[src/rtl/snap_pkg.sv]
package snap_pkg;
  localparam int BYTE_W = 8;
  typedef logic [BYTE_W-1:0] reg_byte_t;
  typedef enum logic {PH_POINTER = 1'b0, PH_DATA = 1'b1} wphase_e;
endpackage

[src/rtl/snap_ptr.sv]
module snap_ptr #(
  parameter int NUM_REGS = 16,
  parameter int AW       = 4
) (
  input  logic          clk,
  input  logic          rst,
  input  logic          load_i,
  input  logic [7:0]    load_val_i,
  input  logic          step_i,
  output logic [AW-1:0] ptr_o,
  output logic          wrap_o
);
  localparam logic [AW-1:0] LAST = AW'(NUM_REGS - 1);

  logic [AW-1:0] ptr_q;

  assign wrap_o = step_i && !load_i && (ptr_q == LAST);
  assign ptr_o  = ptr_q;

  always_ff @(posedge clk) begin
    if (rst) begin
      ptr_q <= '0;
    end else if (load_i) begin
      if (load_val_i > 8'(NUM_REGS - 1)) ptr_q <= '0;
      else                               ptr_q <= AW'(load_val_i);
    end else if (step_i) begin
      ptr_q <= (ptr_q == LAST) ? '0 : ptr_q + 1'b1;
    end
  end
endmodule

[src/rtl/snap_shadow.sv]
module snap_shadow #(
  parameter int NBYTES = 7,
  parameter int IW     = 3
) (
  input  logic                clk,
  input  logic                rst,
  input  logic                reload_i,
  input  logic [NBYTES*8-1:0] live_i,
  input  logic                rd_en_i,
  input  logic [IW-1:0]       rd_idx_i,
  output logic [NBYTES*8-1:0] snap_o,
  output logic [7:0]          rd_byte_o
);
  logic [7:0] snap_q [NBYTES];
  logic [7:0] rd_q;

  for (genvar g = 0; g < NBYTES; g++) begin : g_byte
    always_ff @(posedge clk) begin
      if (rst)           snap_q[g] <= '0;
      else if (reload_i) snap_q[g] <= live_i[g*8 +: 8];
    end
    assign snap_o[g*8 +: 8] = snap_q[g];
  end

  always_ff @(posedge clk) begin
    if (rst)          rd_q <= '0;
    else if (rd_en_i) rd_q <= snap_q[rd_idx_i];
  end

  assign rd_byte_o = rd_q;
endmodule

[src/rtl/snap_cfgfile.sv]
module snap_cfgfile #(
  parameter int DEPTH = 9,
  parameter int CIW   = 4
) (
  input  logic           clk,
  input  logic           rst,
  input  logic           we_i,
  input  logic [CIW-1:0] waddr_i,
  input  logic [7:0]     wdata_i,
  input  logic           re_i,
  input  logic [CIW-1:0] raddr_i,
  output logic [7:0]     rdata_o
);
  logic [7:0] mem [DEPTH];
  logic [7:0] rdata_q;

  always_ff @(posedge clk) begin
    if (we_i) mem[waddr_i] <= wdata_i;
  end

  always_ff @(posedge clk) begin
    if (rst)       rdata_q <= '0;
    else if (re_i) rdata_q <= mem[raddr_i];
  end

  assign rdata_o = rdata_q;
endmodule

[src/rtl/snap_regif.sv]
module snap_regif #(
  parameter int NUM_REGS  = 16,
  parameter int TIME_REGS = 7,
  parameter int AW        = $clog2(NUM_REGS)
) (
  input  logic                   clk,
  input  logic                   rst,
  input  logic                   bus_start_i,
  input  logic                   bus_stop_i,
  input  logic                   wr_stb_i,
  input  logic [7:0]             wr_byte_i,
  input  logic                   ack_stb_i,
  input  logic                   rd_stb_i,
  input  logic [TIME_REGS*8-1:0] live_time_i,
  output logic                   rd_valid_o,
  output logic [7:0]             rd_byte_o,
  output logic                   tw_en_o,
  output logic [AW-1:0]          tw_addr_o,
  output logic [7:0]             tw_data_o,
  output logic                   sec_rst_o
);
  import snap_pkg::*;

  localparam int CFG_DEPTH = NUM_REGS - TIME_REGS;
  localparam int SIW = (TIME_REGS > 1) ? $clog2(TIME_REGS) : 1;
  localparam int CIW = (CFG_DEPTH > 1) ? $clog2(CFG_DEPTH) : 1;
  localparam logic [AW-1:0] TIME_LIM = AW'(TIME_REGS);

  wphase_e   phase_q;
  logic      pend_q;
  reg_byte_t pend_byte_q;
  logic      commit, ptr_load, data_commit, is_time, ptr_step;
  logic      wrap_evt, reload;
  logic [AW-1:0] ptr;
  logic [TIME_REGS*8-1:0] snap_flat;
  logic [7:0] shd_byte, cfg_byte;
  logic       sel_cfg_q, rd_valid_q;
  logic       tw_en_q, sec_rst_q;
  logic [AW-1:0] tw_addr_q;
  reg_byte_t  tw_data_q;

  assign commit      = ack_stb_i && pend_q;
  assign ptr_load    = commit && (phase_q == PH_POINTER);
  assign data_commit = commit && (phase_q == PH_DATA);
  assign is_time     = (ptr < TIME_LIM);
  assign ptr_step    = data_commit || rd_stb_i;
  assign reload      = bus_start_i || bus_stop_i || wrap_evt;

  // Transfer phase and pending received byte
  always_ff @(posedge clk) begin
    if (rst) begin
      phase_q     <= PH_POINTER;
      pend_q      <= 1'b0;
      pend_byte_q <= '0;
    end else begin
      if (bus_start_i || bus_stop_i) begin
        phase_q <= PH_POINTER;
        pend_q  <= 1'b0;
      end else begin
        if (ptr_load) phase_q <= PH_DATA;
        if (wr_stb_i) begin
          pend_q      <= 1'b1;
          pend_byte_q <= wr_byte_i;
        end else if (ack_stb_i) begin
          pend_q <= 1'b0;
        end
      end
    end
  end

  snap_ptr #(.NUM_REGS(NUM_REGS), .AW(AW)) u_ptr (
    .clk        (clk),
    .rst        (rst),
    .load_i     (ptr_load),
    .load_val_i (pend_byte_q),
    .step_i     (ptr_step),
    .ptr_o      (ptr),
    .wrap_o     (wrap_evt)
  );

  snap_shadow #(.NBYTES(TIME_REGS), .IW(SIW)) u_shadow (
    .clk       (clk),
    .rst       (rst),
    .reload_i  (reload),
    .live_i    (live_time_i),
    .rd_en_i   (rd_stb_i && is_time),
    .rd_idx_i  (SIW'(ptr)),
    .snap_o    (snap_flat),
    .rd_byte_o (shd_byte)
  );

  snap_cfgfile #(.DEPTH(CFG_DEPTH), .CIW(CIW)) u_cfg (
    .clk     (clk),
    .rst     (rst),
    .we_i    (data_commit && !is_time),
    .waddr_i (CIW'(ptr - TIME_LIM)),
    .wdata_i (pend_byte_q),
    .re_i    (rd_stb_i && !is_time),
    .raddr_i (CIW'(ptr - TIME_LIM)),
    .rdata_o (cfg_byte)
  );

  // Read return and time write port
  always_ff @(posedge clk) begin
    if (rst) begin
      rd_valid_q <= 1'b0;
      sel_cfg_q  <= 1'b0;
      tw_en_q    <= 1'b0;
      sec_rst_q  <= 1'b0;
      tw_addr_q  <= '0;
      tw_data_q  <= '0;
    end else begin
      rd_valid_q <= rd_stb_i;
      if (rd_stb_i) sel_cfg_q <= !is_time;
      tw_en_q   <= data_commit && is_time;
      sec_rst_q <= data_commit && (ptr == '0);
      if (data_commit && is_time) begin
        tw_addr_q <= ptr;
        tw_data_q <= pend_byte_q;
      end
    end
  end

  assign rd_valid_o = rd_valid_q;
  assign rd_byte_o  = sel_cfg_q ? cfg_byte : shd_byte;
  assign tw_en_o    = tw_en_q;
  assign tw_addr_o  = tw_addr_q;
  assign tw_data_o  = tw_data_q;
  assign sec_rst_o  = sec_rst_q;
endmodule

[config.mk]
export PLATFORM = sky130hd
export DESIGN_NAME = snap_regif
export DESIGN_NICKNAME = d
export VERILOG_FILES = /design/src/rtl/snap_pkg.sv /design/src/rtl/snap_ptr.sv /design/src/rtl/snap_shadow.sv /design/src/rtl/snap_cfgfile.sv /design/src/rtl/snap_regif.sv
export SDC_FILE = /design/constraint.sdc
export NUM_CORES = 1
export LEC_CHECK = 0
export BUFFER_PORTS_ARGS = -buffer_cell sky130_fd_sc_hd__buf_2
export CORE_ASPECT_RATIO = 0.7
export CORE_UTILIZATION = 40
export DETAILED_ROUTE_END_ITERATION = 6
export PLACE_DENSITY_LB_ADDON = 0.3
export SYNTH_ARGS = -nofsm -noshare
export SYNTH_HDL_FRONTEND = slang
export SYNTH_SLANG_ARGS = --single-unit
[constraint.sdc]
create_clock -name clk -period 2.8 [get_ports clk]
set_input_delay 0.7 -clock clk [delete_from_list [all_inputs] [get_ports clk]]
set_output_delay 0.7 -clock clk [all_outputs]
set_load 0.1 [all_outputs]
==> metrics.md <==
| Metric | Value |
|---|---|
| Status | `finished, final reports clean` |
| Number of synthesized register bits | `174` |
| Internal power | `0.00427 W` |
| Buf/Inv on CP | `1` |
| Number of stages on the worst setup path | `2` |
| Slowest cell delay on critical path | `0.55 ns` |
| P per Cell Area | `663 nW/um2` |
| Final setup margin | `0.419 ns` |
| R2R depth | `6` |
| Syn_nets | `597` |
| IO Count | `94` |
| Syn Std Cell Area | `7150 um2` |
| Synth warn | `0` |
| Die Wd | `162 um` |
| Vias | `4431` |
| H-tree depth | `4` |
| Crit-path cells | `mux2_2 > buf_2` |
| Final hold violation count | `0` |
| Max IR drop VDD | `406 uV` |
| Slowest cell on crit path | `dfxtp_1` |
| Max Clock Skew | `0.0168 ns` |
| Flop pwr share | `52.1%` |
| CTS Buf Count | `17` |
| CTS clk-pin slew, worst paths | `0.06 ns` |
| Fmax | `420 MHz` |
| Clock Root Buffer | `clkbuf_16` |
| CP Capture Type | `primary output` |
| Cells after Synth | `521` |
| Nets | `691` |
| Pre-CTS setup slack | `0.510 ns` |
| Clock Path Buffers | `2` |
| Comb pwr share | `8.6%` |
| Worst skew pair latency | `0.43 ns` |
| Critical Path RT | `2.10 ns` |
| Clock share of power | `39.2%` |
| ANT cells | `0` |
| Setup Buffers After CTS | `0` |
| Final global-route overflow total | `0` |
| Vias in the first global route | `4505` |
| DRT antenna net count | `0` |
| Max layer used | `met4` |
| HPWL Detailed | `11300 um` |
| Fin crit share | `85.0%` |
| # fillers | `1521` |
| First-pass GRT wire length | `25600 um` |
| Worst Hold Depth | `2` |
| Hold_buf cts | `0` |
| Slew Limit Headroom | `53.0%` |
| Antenna violations before repair | `0` |
| WL met2 | `6940 um` |
| Die Span Y | `114 um` |
| Starting Density | `41.3%` |
| Area grow syn2layout | `17.7%` |
| Std-Cell Core Area | `17300 um2` |
| Crit path DAT | `1.68 ns` |
| Final slew viol count | `0` |
| Setup crit start kind | `register` |
| DRC viols | `0` |
| Metal3 WL | `1110 um` |
| Dpl cell area | `7870 um2` |
| Setup_tns | `0 ns` |
| Avg Inst Size Synth | `13.7 um2` |
| Largest net degree at the start of global routing | `57` |
| DRT iter0 DRCs | `387` |
| CTS tree | `yes` |
| Clk sinks | `174` |
| Design Area, Final | `8420 um2` |
| Layout Cells excl Fill | `859` |
| All-Layer GR Usage | `18.8%` |
| RSZ-0062 raised after global routing | `no` |
| Least-Margin Pin Slew | `0.703 ns` |
| Setup violations, final | `0` |
| # port buffers | `93` |
| Metal-1 WL | `7930 um` |
| Sw Ratio | `23.5%` |
| RD Place Congestion | `0.868` |
| Placed Cells incl. Taps | `827` |
| Hold WC Path Type | `reg -> reg` |
| CP Max Fanout | `9` |
| Aggregate routed wire length | `16100 um` |
| Resized cells post-CTS | `0` |
| Sequential area share after synthesis | `66.6%` |
| Crit path max-delay family | `flip-flops` |
| Routed len/inst | `18.8 um` |
| Vias per cell | `5.16` |
| P_sw | `0.00131 W` |
| Row cnt | `40` |
| Worst Setup Path Type | `reg -> out` |
| Period minus WS final | `2.38 ns` |
| DR pass1 iterations | `5` |
| Synth cell types | `38` |
| Layout cells sized above 1 | `28.7%` |
| Max-Cap Viols | `0` |
| Total die area | `18400 um2` |
| Leakage power | `3.07 nW` |
==> power groups by stage <==
stage	combinational, W	clock [W]	sequential [W]
final	0.000482	0.00219	0.00291
after global routing	0.000522	0.00233	0.00292
after CTS	0.000484	0.00222	0.00291
after detailed placement	0.000482	0	0.00297
after global placement	0.000473	0	0.00296
after floorplan	0.000345	0	0.00295
==> kinds of logic (layout without fill, tap and decap cells) <==
logic type	Yosys count	in the layout	share of synthesized area (%)
flip-flops	174	174	66.6
AND/OR/NAND/NOR	165	165	11.8
AO/OA/AOI/OAI	81	81	7.16
multiplexers	63	63	11.2
buffers and inverters	31	138	1.96
adder cells (fa/ha/maj)	5	5	0.875
XOR/XNOR	2	2	0.350
==> synth_stat cells <==
cell | count | area share (%)
edfxtp_1 | 128 | 54
nand2_1 | 60 | 3.1
and2_1 | 58 | 5.1
dfxtp_1 | 46 | 13
mux2_2 | 32 | 5.0
a21oi_1 | 24 | 1.7
clkbuf_1 | 20 | 1.0
mux2i_1 | 17 | 2.4
o21ai_0 | 16 | 1.1
o22ai_1 | 15 | 1.3
nand3_1 | 12 | 0.84
mux4_2 | 10 | 3.1
a2bb2oi_1 | 8 | 0.98
and3_1 | 8 | 0.70
nor2_1 | 7 | 0.37
nor3_1 | 7 | 0.49
o32ai_1 | 7 | 0.86
ha_1 | 5 | 0.87
nor2b_1 | 5 | 0.44
a221oi_1 | 4 | 0.49
buf_2 | 4 | 0.28
mux2_1 | 4 | 0.63
buf_4 | 3 | 0.31
a211oi_1 | 2 | 0.21
a21o_1 | 2 | 0.21
inv_1 | 2 | 0.11
nand2b_1 | 2 | 0.17
o21a_1 | 2 | 0.21
or2_2 | 2 | 0.17
a31oi_1 | 1 | 0.088
and3b_1 | 1 | 0.12
buf_6 | 1 | 0.16
inv_2 | 1 | 0.052
nand3b_1 | 1 | 0.11
nor3b_1 | 1 | 0.11
or4_1 | 1 | 0.11
xnor2_1 | 1 | 0.12
xor2_2 | 1 | 0.23
==> cell usage in the layout, fill, tap and decap left out, types with 7 or more instances in the layout <==
cell,instances
a21oi_1,23
a2bb2oi_1,8
and2_1,58
and3_1,8
buf_2,93
buf_4,9
clkbuf_16,17
dfxtp_1,46
edfxtp_1,128
mux2_2,32
mux2i_1,17
mux4_2,10
nand2_1,59
nand3_1,12
nor2_1,7
nor3_1,7
o21ai_0,16
o22ai_1,15
o32ai_1,7
==> final timing paths <==
check | slack, ns | from | to
max | 0.42 | sel_cfg_q | rd_byte_o[4]
min | 0.45 | u_shadow.rd_byte_o[6] | u_shadow.rd_byte_o[6]
max reg2reg | 0.53 | u_ptr.ptr_o[1] | u_cfg.rdata_o[0]
min reg2reg | 0.45 | u_shadow.rd_byte_o[6] | u_shadow.rd_byte_o[6]
==> routing by layer <==
| metal | GRT usage, % | vias up |
|---|---|---|
| li1 | - | 2126 |
| met1 | 27.3 | 2125 |
| met4 | 5.91 | 0 |
| met3 | 5.27 | 10 |
| met5 | 0 | - |
| met2 | 27.1 | 170 |
==> through the flow <==
stage / util [%] / hold slack (ns) / power (W)
global placement: 45.5 / 0.439 / 0.00344
CTS: 48.6 / 0.458 / 0.00562
floorplan: - / 0.421 / 0.00329
global route: 48.6 / 0.487 / 0.00578
detailed placement: 45.5 / 0.445 / 0.00345
finish: 48.6 / 0.452 / 0.00558
==> area by class of cell <==
cell class / instances / area, um2 / area share, %
clock buffer: 18 / 429 / 5.10
clock inverter: 14 / 118 / 1.40
inverter: 3 / 11.3 / 0.134
multi-input combinational: 316 / 2250 / 26.8
sequential: 174 / 4760 / 56.6
tap: 231 / 289 / 3.43
timing repair buffer: 103 / 553 / 6.57
==> registers in the layout, indices dropped and copies added, names as in the netlist <==
| signal | cells |
|---|---|
| tw_addr_o | 4 |
| u_ptr.ptr_o | 4 |
| u_cfg.rdata_o | 8 |
| tw_data_o | 8 |
| u_shadow.snap_q | 56 |
| u_shadow.rd_byte_o | 8 |
| tw_en_o | 1 |
| sec_rst_o | 1 |
| pend_q | 1 |
| pend_byte_q | 8 |
| phase_q | 1 |
| sel_cfg_q | 1 |
| rd_valid_o | 1 |
| u_cfg.mem | 72 |
==> worst reg2reg max path, delay by kind of cell (launching register included) <==
kind	cells	cell delay [ns]
flip-flops	1	0.45
multiplexers	1	0.39
adder cells (fa/ha/maj)	1	0.36
XOR/XNOR	1	0.35
buffers and inverters	1	0.30
AO/OA/AOI/OAI	2	0.28
Power figures use the tool's default switching activity.
